### config.mk
export PLATFORM = sky130hd
export DESIGN_NAME = transient_capture_buffer
export DESIGN_NICKNAME = d
export VERILOG_FILES = /design/src/rtl/tcb_pkg.sv /design/src/rtl/tcb_ctrl.sv /design/src/rtl/tcb_lane.sv /design/src/rtl/transient_capture_buffer.sv
export SDC_FILE = /design/constraint.sdc
export NUM_CORES = 1
export LEC_CHECK = 0
export ABC_AREA = 1
export BUFFER_PORTS_ARGS = -buffer_cell sky130_fd_sc_hd__buf_2
export CORE_ASPECT_RATIO = 0.5
export CORE_MARGIN = 1
export CORE_UTILIZATION = 55
export DETAILED_ROUTE_END_ITERATION = 10
export GPL_TIMING_DRIVEN = 0
export PLACE_DENSITY = 0.86
export REMOVE_ABC_BUFFERS = 1
export SKIP_LAST_GASP = 1
export SLEW_MARGIN = 20
export SYNTH_ARGS = -nofsm -noshare
export SYNTH_HDL_FRONTEND = slang
export SYNTH_SLANG_ARGS = --single-unit
export TNS_END_PERCENT = 100
### constraint.sdc
create_clock -name clk -period 1.5 [get_ports clk]
set_input_delay 0.15 -clock clk [delete_from_list [all_inputs] [get_ports clk]]
set_output_delay 0.15 -clock clk [all_outputs]
set_load 0.02 [all_outputs]
### src/rtl/tcb_pkg.sv
package tcb_pkg;

    localparam int unsigned SMP_W_DEF = 6;
    localparam int unsigned DEPTH_DEF = 32;

    typedef enum logic [2:0] {
        ST_IDLE    = 3'd0,
        ST_ARMED   = 3'd1,
        ST_CAPTURE = 3'd2,
        ST_HELD    = 3'd3,
        ST_READOUT = 3'd4
    } tcb_state_e;

    typedef struct packed {
        logic cap_shift;
        logic rd_shift;
    } tcb_shift_t;

    typedef struct packed {
        logic armed;
        logic capturing;
        logic full;
        logic draining;
    } tcb_status_t;

    function automatic tcb_status_t status_of(tcb_state_e s);
        tcb_status_t r;
        r.armed     = (s == ST_ARMED);
        r.capturing = (s == ST_CAPTURE);
        r.full      = (s == ST_HELD) || (s == ST_READOUT);
        r.draining  = (s == ST_READOUT);
        return r;
    endfunction

endpackage

### src/rtl/tcb_ctrl.sv
module tcb_ctrl
    import tcb_pkg::*;
#(
    parameter int unsigned DEPTH = DEPTH_DEF
) (
    input  logic       clk,
    input  logic       rst,
    input  logic       arm_cmd,
    input  logic       disarm_cmd,
    input  logic       trig,
    input  logic       rd_start,
    input  logic       rd_en,
    output tcb_shift_t shift,
    output tcb_state_e state,
    output logic       done
);
    localparam int unsigned CW = (DEPTH > 1) ? $clog2(DEPTH) : 1;
    localparam logic [CW-1:0] LAST = CW'(DEPTH - 1);
    localparam logic [CW-1:0] ONE  = CW'(1);

    tcb_state_e    state_q, state_n;
    logic [CW-1:0] cnt_q, cnt_n;
    logic          done_n;
    tcb_shift_t    shift_n;

    always_comb begin
        state_n = state_q;
        cnt_n   = cnt_q;
        done_n  = 1'b0;
        shift_n = '0;
        case (state_q)
            ST_IDLE: begin
                if (arm_cmd) state_n = ST_ARMED;
            end
            ST_ARMED: begin
                if (disarm_cmd) begin
                    state_n = ST_IDLE;
                end else if (trig) begin
                    shift_n.cap_shift = 1'b1;
                    if (DEPTH == 1) begin
                        state_n = ST_HELD;
                        cnt_n   = '0;
                    end else begin
                        state_n = ST_CAPTURE;
                        cnt_n   = ONE;
                    end
                end
            end
            ST_CAPTURE: begin
                if (disarm_cmd) begin
                    state_n = ST_IDLE;
                    cnt_n   = '0;
                end else begin
                    shift_n.cap_shift = 1'b1;
                    if (cnt_q == LAST) begin
                        state_n = ST_HELD;
                        cnt_n   = '0;
                    end else begin
                        cnt_n = cnt_q + ONE;
                    end
                end
            end
            ST_HELD: begin
                if (rd_start) state_n = ST_READOUT;
            end
            ST_READOUT: begin
                if (rd_en) begin
                    shift_n.rd_shift = 1'b1;
                    if (cnt_q == LAST) begin
                        state_n = ST_IDLE;
                        cnt_n   = '0;
                        done_n  = 1'b1;
                    end else begin
                        cnt_n = cnt_q + ONE;
                    end
                end
            end
            default: begin
                state_n = ST_IDLE;
                cnt_n   = '0;
            end
        endcase
    end

    always_ff @(posedge clk) begin
        if (rst) begin
            state_q <= ST_IDLE;
            cnt_q   <= '0;
            done    <= 1'b0;
        end else begin
            state_q <= state_n;
            cnt_q   <= cnt_n;
            done    <= done_n;
        end
    end

    assign shift = shift_n;
    assign state = state_q;

    // Counter stays inside the register depth
    AST_CNT_RANGE: assert property (@(posedge clk) disable iff (rst)
        (cnt_q <= LAST)) else $error("counter out of range");

    // Capture and drain shifting never coincide
    AST_SHIFT_EXCL: assert property (@(posedge clk) disable iff (rst)
        !(shift.cap_shift && shift.rd_shift)) else $error("shift overlap");

endmodule

### src/rtl/tcb_lane.sv
module tcb_lane #(
    parameter int unsigned DEPTH = 32
) (
    input  logic clk,
    input  logic rst,
    input  logic shift_en,
    input  logic din,
    output logic tail
);
    logic [DEPTH-1:0] sr_q;

    generate
        if (DEPTH == 1) begin : g_single
            always_ff @(posedge clk) begin
                if (rst)           sr_q <= '0;
                else if (shift_en) sr_q <= din;
            end
        end else begin : g_chain
            always_ff @(posedge clk) begin
                if (rst)           sr_q <= '0;
                else if (shift_en) sr_q <= {sr_q[DEPTH-2:0], din};
            end
        end
    endgenerate

    assign tail = sr_q[DEPTH-1];

    // Without a shift the lane contents are frozen
    AST_LANE_HOLD: assert property (@(posedge clk) disable iff (rst)
        !shift_en |=> $stable(tail)) else $error("lane moved without shift");

endmodule

### src/rtl/transient_capture_buffer.sv
module transient_capture_buffer
    import tcb_pkg::*;
#(
    parameter int unsigned SAMPLE_W = SMP_W_DEF,
    parameter int unsigned DEPTH    = DEPTH_DEF
) (
    input  logic                clk,
    input  logic                rst,
    input  logic [SAMPLE_W-1:0] smp_data,
    input  logic                arm_cmd,
    input  logic                disarm_cmd,
    input  logic                trig,
    input  logic                rd_start,
    input  logic                rd_en,
    output logic [SAMPLE_W-1:0] rd_data,
    output logic                rd_valid,
    output logic                rd_done,
    output logic                st_armed,
    output logic                st_capturing,
    output logic                st_full
);
    tcb_shift_t  shift;
    tcb_state_e  state;
    tcb_status_t stat;

    tcb_ctrl #(.DEPTH(DEPTH)) u_ctrl (
        .clk        (clk),
        .rst        (rst),
        .arm_cmd    (arm_cmd),
        .disarm_cmd (disarm_cmd),
        .trig       (trig),
        .rd_start   (rd_start),
        .rd_en      (rd_en),
        .shift      (shift),
        .state      (state),
        .done       (rd_done)
    );

    // Acquisition switch per lane: sample bit in during capture, zero during drain
    generate
        for (genvar i = 0; i < SAMPLE_W; i++) begin : g_lane
            logic lane_din;
            assign lane_din = shift.cap_shift ? smp_data[i] : 1'b0;
            tcb_lane #(.DEPTH(DEPTH)) u_lane (
                .clk      (clk),
                .rst      (rst),
                .shift_en (shift.cap_shift | shift.rd_shift),
                .din      (lane_din),
                .tail     (rd_data[i])
            );
        end
    endgenerate

    assign stat         = status_of(state);
    assign st_armed     = stat.armed;
    assign st_capturing = stat.capturing;
    assign st_full      = stat.full;
    assign rd_valid     = stat.draining;

    AST_ONE_STATUS: assert property (@(posedge clk) disable iff (rst)
        $onehot0({st_armed, st_capturing, st_full})) else $error("status overlap");

    AST_ARM_FROM_IDLE: assert property (@(posedge clk) disable iff (rst)
        $rose(st_armed) |-> $past(arm_cmd)) else $error("armed without request");

    AST_FULL_AFTER_BURST: assert property (@(posedge clk) disable iff (rst)
        $rose(st_full) |-> ($past(st_capturing) || (DEPTH == 1))) else $error("full without burst");

    AST_DISARM_IDLE: assert property (@(posedge clk) disable iff (rst)
        (st_armed || st_capturing) && disarm_cmd |=> !st_armed && !st_capturing && !st_full)
        else $error("disarm ignored");

    AST_NO_OVERWRITE: assert property (@(posedge clk) disable iff (rst)
        st_full && !rd_valid |=> $stable(rd_data) && st_full) else $error("held data changed");

    AST_READ_STALL: assert property (@(posedge clk) disable iff (rst)
        rd_valid && !rd_en |=> $stable(rd_data) && rd_valid) else $error("drain moved on stall");

    AST_DONE_PULSE: assert property (@(posedge clk) disable iff (rst)
        rd_done |=> !rd_done && !st_full && !rd_valid) else $error("done not a pulse");

    AST_READ_GATED: assert property (@(posedge clk) disable iff (rst)
        $rose(rd_valid) |-> $past(rd_start) && $past(st_full)) else $error("drain without request");

endmodule

# Word level (Yosys, flattened, before mapping)
# Cells that the tools add are included.
# totals
ff_bits	201
elab_cells	61
input_bits	13
output_inout_bits	11
# classes
eq_ne	13
addsub	1
mux	28
reduce_logical	6
n_bitwise	4
# ops
operator	n
$mux 5	5
$mux 3	8
$pmux 5 s4	1
$pmux 3 s5	1
$mux 1	12
$ne 2x2->1 const B	5
$eq 3x2->1 const B	2
$reduce_and 6->1	1
$add 5x1->5 const B	1
$eq 5x5->1 const B	1
$reduce_and 4->1	1
$eq 3x1->1 const B	1
$eq 3x3->1 const B	1
$logic_not 3->1	1
$ne 3x2->1 const B	1
$ne 3x3->1 const B	1
$not 1->1	3
$reduce_or 3->1	1
$ne 2x1->1 const B	1
$pmux 1 s2	1
$reduce_or 2->1	1
$logic_or 1x1->1	1
$or 1x1->1	1

# Depth between registers and ports, before layout
# Gate-level depths: netlist of the first run.
# logic_depth
word_depth	4
mapped_depth	11
depth_no_buf	11

# Cells and area by module
# A second synthesis of the first run with hierarchy kept.
# hier_totals
hier_cells	1358
hier_area_um2	10545.1
# modules_own_cells
module	cells_each	seq_area_each_um2	instances	area_per_inst_um2
tcb_lane	203	640.6	6	1625.3
tcb_ctrl	117	180.2	1	701.9
transient_capture_buffer	23	0.0	1	91.3

# Worst setup path after synthesis of the first run
# Ideal clock, no wire load.
# synth_timing
kind	register -> register
startpoint	reg u_ctrl.state_q[0] (netlist: u_ctrl.state[0])
endpoint	reg g_lane[0].u_lane.sr_q[29]
stages_incl_launch_ff	8
path_slack_ps	-128
required_ps	1368
setup_ps	132
t_arrival_ps	1496
period_less_slack_ps	1628
n_path_buf	2
cell_sequence	dfxtp_1 -> inv_2 -> nor3_4 -> nand3_2 -> clkbuf_1 -> clkbuf_1 -> nand4_1 -> a21oi_1
# synth_between
elab_chain_len	3
word_cells_on_any_way	6
classes_between	eq/ne: 3; mux: 2; bitwise: 1
# synth_lines
item	line_no	source
start: declaration	tcb_ctrl.sv:21	tcb_state_e state_q, state_n;
start signal: assignment	tcb_ctrl.sv:91	state_q <= state_n;
$eq 3x1->1	-	
net st_armed	transient_capture_buffer.sv:18	output logic st_armed,
$pmux 1 s2	tcb_ctrl.sv:31	case (state_q)
$or 1x1->1	transient_capture_buffer.sv:47	.shift_en (shift.cap_shift | shift.rd_shift),
end signal: assignment	tcb_lane.sv:21	else if (shift_en) sr_q <= {sr_q[DEPTH-2:0], din};
end: declaration	tcb_lane.sv:10	logic [DEPTH-1:0] sr_q;
# The timed path passes the listed nets, and every way through them passes these cells.
# A chain may end at the register's enable or synchronous reset.

# Worst setup path in the final report of the first run
# layout_timing
startpoint	reg u_ctrl.state_q[2] (netlist: u_ctrl.state[2])
endpoint	reg g_lane[0].u_lane.sr_q[24]
# layout_between
elab_chain_len	3
word_cells_on_any_way	6
classes_between	eq/ne: 3; mux: 2; bitwise: 1
# layout_lines
item	line_no
$eq 3x2->1, or another cell as far along	tcb_ctrl.sv:31
$pmux 1 s2 / $mux 1 (equally long branches)	tcb_ctrl.sv:31
$or 1x1->1 *	transient_capture_buffer.sv:47
# Every way passes the cells marked *; elsewhere a longest branch is shown, timed or not.

==> run summary, run 1 <==
The number of antenna diodes in the final layout is 0. The tool flagged a number of max-cap violations equal to 0. Among all cell types in the netlist, the one instantiated most often is nand2_1. In the final layout, the share of cells above drive strength 1 is 25.3%. The critical path goes through nor3_4 > nand3_4 > buf_12 > buf_16 > nand3_4 > buf_6 > buf_12 > clkbuf_16 > nand2_1 > a21oi_1. The worst path setup slack after routing was -409 ps; the routed via count divided by cell count was 6.47.

The family with the most delay on the worst path was buffers and inverters. The tools report the post-layout instance count excluding filler cells as 1234. Setup repair after global routing could not meet its margin everywhere.

Clock skew on the completed layout was measured at 9.02 ps. The clock net in this run drives a total of 201 sinks. Library cell contributing the largest single delay on the critical path: dfxtp_4.

STA classifies the critical path startpoint as a register. The setup total negative slack is -59380 ps, and the antenna violation net count after detailed routing is 0. In this run the most critical hold path is launched from rst. At the end of the flow, the number of nets in the layout was 1040.

Summed over all cells, the static leakage comes to 0.00385 µW. The worst register-to-register path begins at u_ctrl.state[2]$_SDFFE_PP0P_. For the pin with the worst max-slew slack, the measured transition is 601 ps. For this run, the total global-route usage over all layers was measured as 29.8%. In this run the clock root is driven by a clkbuf_16. The first global-routing pass estimated 36600 µm of wire.

The remaining global-route overflow came out at 0. The logs give 18 for the number of buffers added by the clock tree synthesis step and 49.1% for the fraction of the yosys area taken by sequential cells. The stage delay of the slowest cell on the critical path is 380 ps, and the number of design rule violations left after detail routing is 0.

The number of filler instances in the final layout was 981; the number of endpoints failing setup at the final stage was 199. The dominant cell type by area after synthesis was dfxtp_1. The die area was 15400 µm². From bottom edge to top edge, the die measures 88.4 µm. TritonCTS built the clock tree. For the starting density of the core, the log shows 56.5%. The worst setup path is of the reg -> reg kind.

The dominant synthesized flop cell is dfxtp_1. Of the available clock period, the critical path in the final layout requires 127%. The initial antenna violation count is 0. Horizontal extent of the die: 175 µm. In this run the worst hold path is classified as in -> reg. The tools report the capture instance of the worst register-to-register path as g_lane[0].u_lane.sr_q[24]$_SDFFE_PP0P_.

STA puts the critical path data required time at 1900 ps. Pin placement for this block handled 24 I/O pins. Subtracting the final worst setup slack from the clock period gives 1910 ps. The HPWL reported at the end of detailed placement is 8120 µm.

The worst max-slew margin expressed relative to the limit was 59.9%. The run gives 990 as the gate count of the mapped netlist. The logs give -410 ps for the register-to-register setup slack and 36.2% for the relative contribution of sequential cells to total power. For this block, the routed nets add up to 25700 µm of wire.

Net switching is 32.8% of the power. The number of library cell types mapped by synthesis came out at 29. The final reports fail on setup timing.

Along the worst path, the maximum fanout reaches 13. The synthesized netlist occupies a cell area of 8200 µm². The timing-limited maximum frequency was 524 MHz. The region available for standard cell placement spans 14500 µm². The post-place setup slack came out at -1450 ps.

The clock reaches the later pin of the worst-skew pair after 490 ps. The count of input and output buffers was 23; the mean instance size in the synthesized netlist was 8.28 µm². The async set-reset flop share out of synthesis was 0%; the maximum number of pins on one net before global-route repair was 132. The run gives 0 as the count of endpoints failing hold in the final timing report.

The end of the worst hold path is g_lane[5].u_lane.sr_q[28]$_SDFFE_PP0P_. In this run, placement finished with an instance count of 1109. The synthesis warning total is 0. At the worst endpoint, the arrival time is 2310 ps. The first detailed-routing pass took 7 iterations. After synthesis, the most frequently instantiated cells are 214 x nand2_1, 201 x dfxtp_1, 194 x nand4_1. The tools report the final number of max-transition violations as 0.

The top cell type by area accounts for 49.1% of the synthesized area. For the worst flop-to-flop path, the logic depth is 10. The run finished, with violations left. The standard-cell row count is 31, and the buffering stage count on the worst path with inverters included is 5.

The share of total power dissipated in combinational logic is 34.1%. The internal power contribution was 10300 µW; the final routed wire length divided by cell count was 20.8 µm. For this design the ratio of total power to cell area is 1430 nW/µm². For the total number of H-tree levels, the log shows 1. The type of element capturing the critical path was a register. The tools report the worst-case vdd ir drop as 623 µV. The run gives 1021 as the initial DRC count. The clock transition at the registers of the reported paths came out at 70 ps.

The completed layout was analyzed and its total power is 15300 µW. The logs give 6827 for the number of global-route vias before repair and 63.7 ps for the worst hold-check slack. The worst hold path was traced through 2 stages. In this run the number of cells on the critical path is 10.

The longest clock path from root to sink contains 3 buffers. Relative to the synthesized area, the layout overhead comes to 29.9%. Of the total power, the clock network draws 29.6%. The number of enable-type register cells in the synthesized netlist is 0. Routability-driven placement finished with a final weighted congestion of 0.765.

The count of vias placed by the detailed router came out at 7984. The post-synthesis register bit count was 201; the reported net switching power was 5010 µW. By area the synthesized netlist is led by dfxtp_1 49%, nand4_1 15%, a21oi_1 11%, nand2_1 9.8%, buf_6 2.2%.
==> per-layer routing <==
metal / vias to the layer above / track usage [%] / share of wire (%)
li1: 3607 / - / -
met1: 3799 / 42.8 / 42
met2: 525 / 45.5 / 43
met3: 53 / 6.66 / 13
met4: 0 / 7.27 / 2.0
met5: - / 0 / 0
==> how the worst max path moves through the flow <==
| stage | start | endpoint | slack (ps) |
|---|---|---|---|
| detailed placement | u_ctrl.state[1]$_SDFFE_PP0P_ | g_lane[1].u_lane.sr_q[24]$_SDFFE_PP0P_ | -1450 |
| global placement | u_ctrl.state[1]$_SDFFE_PP0P_ | g_lane[3].u_lane.sr_q[27]$_SDFFE_PP0P_ | -5300 |
| floorplan | u_ctrl.state[0]$_SDFFE_PP0P_ | g_lane[0].u_lane.sr_q[10]$_SDFFE_PP0P_ | -3500 |
| finish | u_ctrl.state[2]$_SDFFE_PP0P_ | g_lane[0].u_lane.sr_q[24]$_SDFFE_PP0P_ | -410 |
| global route | u_ctrl.state[0]$_SDFFE_PP0P_ | g_lane[0].u_lane.sr_q[24]$_SDFFE_PP0P_ | -440 |
| CTS | u_ctrl.state[0]$_SDFFE_PP0P_ | g_lane[0].u_lane.sr_q[6]$_SDFFE_PP0P_ | -340 |
==> power by group through the flow <==
stage | registers, µW | logic, µW | clock network [µW]
3_5_place_dp | 5630 | 2100 | 0
3_3_place_gp | 5630 | 1810 | 0
5_1_grt | 5540 | 5380 | 4780
6_report | 5540 | 5220 | 4530
2_1_floorplan | 5610 | 1290 | 0
4_1_cts | 5530 | 4300 | 4500
==> area by class of cell <==
class	count	area (µm²)	area share, %
Clock buffer	27	546	5.12
Clock inverter	4	20.0	0.188
Inverter	17	73.8	0.693
Multi-Input combinational cell	668	3880	36.4
Sequential cell	201	4040	37.9
Tap cell	198	248	2.32
Timing Repair Buffer	119	1850	17.4
==> worst register-to-register path, cell delays in order (launching register included) <==
cell       delay [ps]
dfxtp_4           380
nor3_4            250
nand3_4           110
buf_12            170
buf_16            130
nand3_4           100
buf_6             140
buf_12            140
clkbuf_16         180
nand2_1            60
a21oi_1           170
==> kinds of logic (layout without fill, tap and decap cells) <==
family | after synthesis | after routing | share of synthesized area [%]
compound gates | 202 | 202 | 12.8
xor+xnor | 1 | 1 | 0.107
fa+ha+maj | 2 | 2 | 0.305
flops | 201 | 201 | 49.1
buf+inv | 130 | 167 | 9.76
simple gates | 454 | 463 | 27.9
==> stage by stage <==
stage / util (%) / cell area (µm²)
after floorplan: - / 7460
after global placement: 54.0 / 7830
after detailed placement: 55.9 / 8100
after CTS: 69.7 / 10100
after global routing: 73.5 / 10700
final: 73.5 / 10700
==> flip-flops by register name, indices dropped and copies added, names as in the netlist <==
register,cells
g_lane.u_lane.sr_q,192
u_ctrl.done,1
u_ctrl.cnt_q,5
u_ctrl.state,3
==> layout by cell type (no fill, tap or decap), types with 3 or more instances in the layout <==
cell           count
buf_16            22
nor2_1            11
clkbuf_8           4
nand3_1            8
dfxtp_4            3
buf_4             27
buf_12            14
buf_2             19
nand2_2           29
dfxtp_1          196
nand3_4            6
clkbuf_16         27
nand2_1          177
nand4_1          194
dlygate4sd3_1      6
a21oi_2           40
a21oi_1          158
nor2_4             3
inv_1             12
clkinv_2           4
nand2_4           20
nand3_2            6
bufbuf_16          6
clkbuf_1           4
buf_6             12
buf_8              5
==> what timing repair did <==
| action | in CTS | in global routing |
|---|---|---|
| cloned | 31 | 9 |
| pin swaps | 28 | 40 |
| endpoints found under the hold margin | 6 | 0 |
| endpoints found under the setup margin | 204 | 205 |
| resized for setup | 104 | 77 |
| buffers inserted | 39 | 12 |
| hold buffers | 6 | 0 |
(Power assumes the default switching activity.)
==> inputs of run 2 (changes only) <==
- CTS_CLUSTER_DIAMETER: default -> 80
- clock period: 1.5 -> 1.6 ns (I/O delays scaled with it)
==> run summary, run 2 (synthesis gave the netlist of run 1 again) <==
The run finished, with violations left. Violations in the final reports: setup timing (unchanged). The family with the most delay on the worst path is buffers and inverters (unchanged).

Data required time at the worst endpoint: 2000 ps (was 1900 ps). Leading cell types in the layout, fill and taps excluded: 196 x dfxtp_1, 194 x nand4_1, 170 x nand2_1, 152 x a21oi_1, 46 x a21oi_2 (was 196 x dfxtp_1, 194 x nand4_1, 177 x nand2_1, 158 x a21oi_1, 40 x a21oi_2). The run gives -1350 ps (was -1450 ps) as the post-place setup slack. The placement-stage cell area is 8100 µm² (unchanged), and the area added between synthesis and finish is 29.7% (was 29.9%).

The standard-cell row count was 31 (unchanged). The logs give 0 (unchanged) for the final number of max-transition violations and 8.67 ps (was 9.02 ps) for the worst clock skew. The final routed wire length divided by cell count was 21.4 µm (was 20.8 µm). Setup repair after global routing could not meet its margin everywhere. Post-layout instance count excluding filler cells: 1224 (was 1234). The run gives 3 (unchanged) as the number of buffers on the longest clock path. The number of sinks driven by the clock tree came out at 201 (unchanged). The worst path arrival time came out at 2350 ps (was 2310 ps). The total length of routed wires is 26200 µm (was 25700 µm).

The tools report the HPWL reported at the end of detailed placement as 8120 µm (unchanged). Number of global-route vias before repair: 6859 (was 6827). The tools report the remaining global-route overflow as 0 (unchanged).

The post-layout net count came out at 1030 (was 1040). The run gives 3950 µm² (was 3880 µm²) as the area of combinational cells with multiple inputs. The total iterations of the first detailed-routing run was 8 (was 7); the stage delay of the slowest cell on the critical path was 390 ps (was 380 ps). The post-route clock period utilization is 122% (was 127%), and the initial DRC count is 1116 (was 1021). The reported max-cap violation count was 0 (unchanged); the critical-path maximum fanout was 8 (was 13). TritonCTS built the clock tree.

The count of input and output buffers was 23 (unchanged). The die extent in y was 88.4 µm (unchanged); the die area was 15400 µm² (unchanged). The wire length of the first global-routing pass is 36300 µm (was 36600 µm). The worst max-slew margin expressed relative to the limit is 60.9% (was 59.9%). Root buffer cell: clkbuf_16 (unchanged). The number of buffers added by the clock tree synthesis step came out at 18 (unchanged). The starting density of the core came out at 56.5% (unchanged). Most common cell after layout, fill and taps aside: dfxtp_1 (unchanged).

Worst-case vdd ir drop: 712 µV (was 623 µV). The tools report the total number of H-tree levels as 1 (unchanged). The kind of critical path was reg -> reg (unchanged). CP cell instances: nor3_4 > nand3_4 > buf_12 > buf_16 > nand3_4 > buf_6 > buf_12 > buf_6 > nand2_1 > a21oi_1 (was nor3_4 > nand3_4 > buf_12 > buf_16 > nand3_4 > buf_6 > buf_12 > clkbuf_16 > nand2_1 > a21oi_1). The tools report the antenna violation net count after detailed routing as 0 (unchanged). The area taken by flip-flops and latches came out at 4040 µm² (about the same). Critical path launch point type: a register (unchanged). The buffering stage count on the worst path with inverters included is 5 (unchanged), and the count of endpoints failing hold in the final timing report is 0 (unchanged).

For the initial antenna violation count, the log shows 0 (unchanged). The number of placed cells counting well taps came out at 1109 (unchanged). The number of filler instances in the final layout is 969 (was 981).

The type of the most critical hold path is in -> reg (unchanged). The share of post-route cells with drive strength above 1 is 25.7% (was 25.3%). Slew of the pin with the lowest slew margin: 586 ps (was 601 ps). The type of element capturing the critical path is a register (unchanged).

The final design utilization was 73.4% (was 73.5%). The clock transition at the registers of the reported paths is 70 ps (about the same), and the area inside the core boundary is 14500 µm² (unchanged). The count of vias placed by the detailed router is 7944 (was 7984). The logs give 0 (unchanged) for the count of antenna diodes in the layout and -352 ps (was -409 ps) for the worst path setup slack after routing. The clock latency on the worst-skew pair is 490 ps (about the same), and the leakage power figure is 0.00395 µW (was 0.00385 µW). The maximum number of pins on one net before global-route repair is 132 (unchanged). The library cell contributing the largest single delay on the critical path was dfxtp_4 (unchanged).

Minimum clock period: 1950 ps (was 1910 ps). Last weighted congestion value of the routability-driven placer: 0.765 (unchanged). The routed via count divided by cell count was 6.49 (was 6.47); the timing-limited maximum frequency was 512 MHz (was 524 MHz). The power per cell area was 1350 nW/µm² (was 1430 nW/µm²); the all-layer global routing usage was 29.4% (was 29.8%). The tools report the post-route total power as 14300 µW (was 15300 µW).

The largest register by flop count was g_lane.u_lane.sr_q (unchanged). The number of design rule violations left after detail routing is 0 (unchanged). The horizontal extent of the die came out at 175 µm (unchanged). The number of ports placed on the die boundary came out at 24 (unchanged). The flip-flop count of the largest register, all copies and words added was 192 (unchanged); the number of endpoints failing setup at the final stage was 191 (was 199).

The cell area after layout is 10600 µm² (was 10700 µm²).
==> run 2: worst paths after layout <==
| kind | end | depth (start not counted) | from | slack, ps |
|---|---|---|---|---|
| worst max-delay path | g_lane[5].u_lane.sr_q[20]$_SDFFE_PP0P_ | 10 | u_ctrl.state[2]$_SDFFE_PP0P_ | -350 |
| worst min-delay path | u_ctrl.state[1]$_SDFFE_PP0P_ | 4 | disarm_cmd | 70 |
| worst max register to register | g_lane[5].u_lane.sr_q[20]$_SDFFE_PP0P_ | 10 | u_ctrl.state[2]$_SDFFE_PP0P_ | -350 |
| worst min register to register | g_lane[0].u_lane.sr_q[7]$_SDFFE_PP0P_ | 2 | g_lane[0].u_lane.sr_q[6]$_SDFFE_PP0P_ | 460 |
==> run 2: worst reg2reg max path, delay by kind of cell, from the launching register on <==
family / cells / cell delay (ps)
buf+inv: 5 / 770
simple gates: 4 / 520
flops: 1 / 390
compound gates: 1 / 180
==> run 2: metrics by stage <==
step | hold slack (ps) | setup TNS (ps)
final | 74.3 | -41060
after global routing | 113 | -54150
after CTS | 66.5 | -40860
after detailed placement | 419 | -215340
after global placement | 419 | -1002330
after floorplan | 222 | -655430
==> run 2: power breakdown <==
part / leakage (µW) / internal, µW / switching, µW / total, µW
sequential: 0.00162 / 5080 / 115 / 5200
combinational: 0.00204 / 2150 / 2730 / 4870
clock: 0.000283 / 2360 / 1890 / 4250
==> run 2: layer usage <==
| metal | wire (µm) | vias up | track usage (%) |
|---|---|---|---|
| li1 | - | 3592 | - |
| met1 | 11100 | 3787 | 42.9 |
| met2 | 11200 | 474 | 44.6 |
| met3 | 3130 | 91 | 5.58 |
| met4 | 864 | 0 | 8.62 |
| met5 | 0 | - | 0 |
==> run 2: what timing repair did <==
| action | 4_1_cts | 5_1_grt |
|---|---|---|
| pin swaps | 21 | 40 |
| cloned | 30 | 11 |
| gates resized for setup | 88 | 97 |
| hold buffers | 6 | 0 |
| setup endpoints to repair | 204 | 203 |
| endpoints found under the hold margin | 6 | 0 |
| setup buffers | 31 | 8 |
==> run 2: area by class of cell <==
type	count	area share (%)
flip-flops and latches	201	38.0
multi-input cells	667	37.1
repair buffers	110	16.6
clock buffers	27	5.13
well taps	198	2.33
inverters	17	0.694
clock inverters	4	0.188
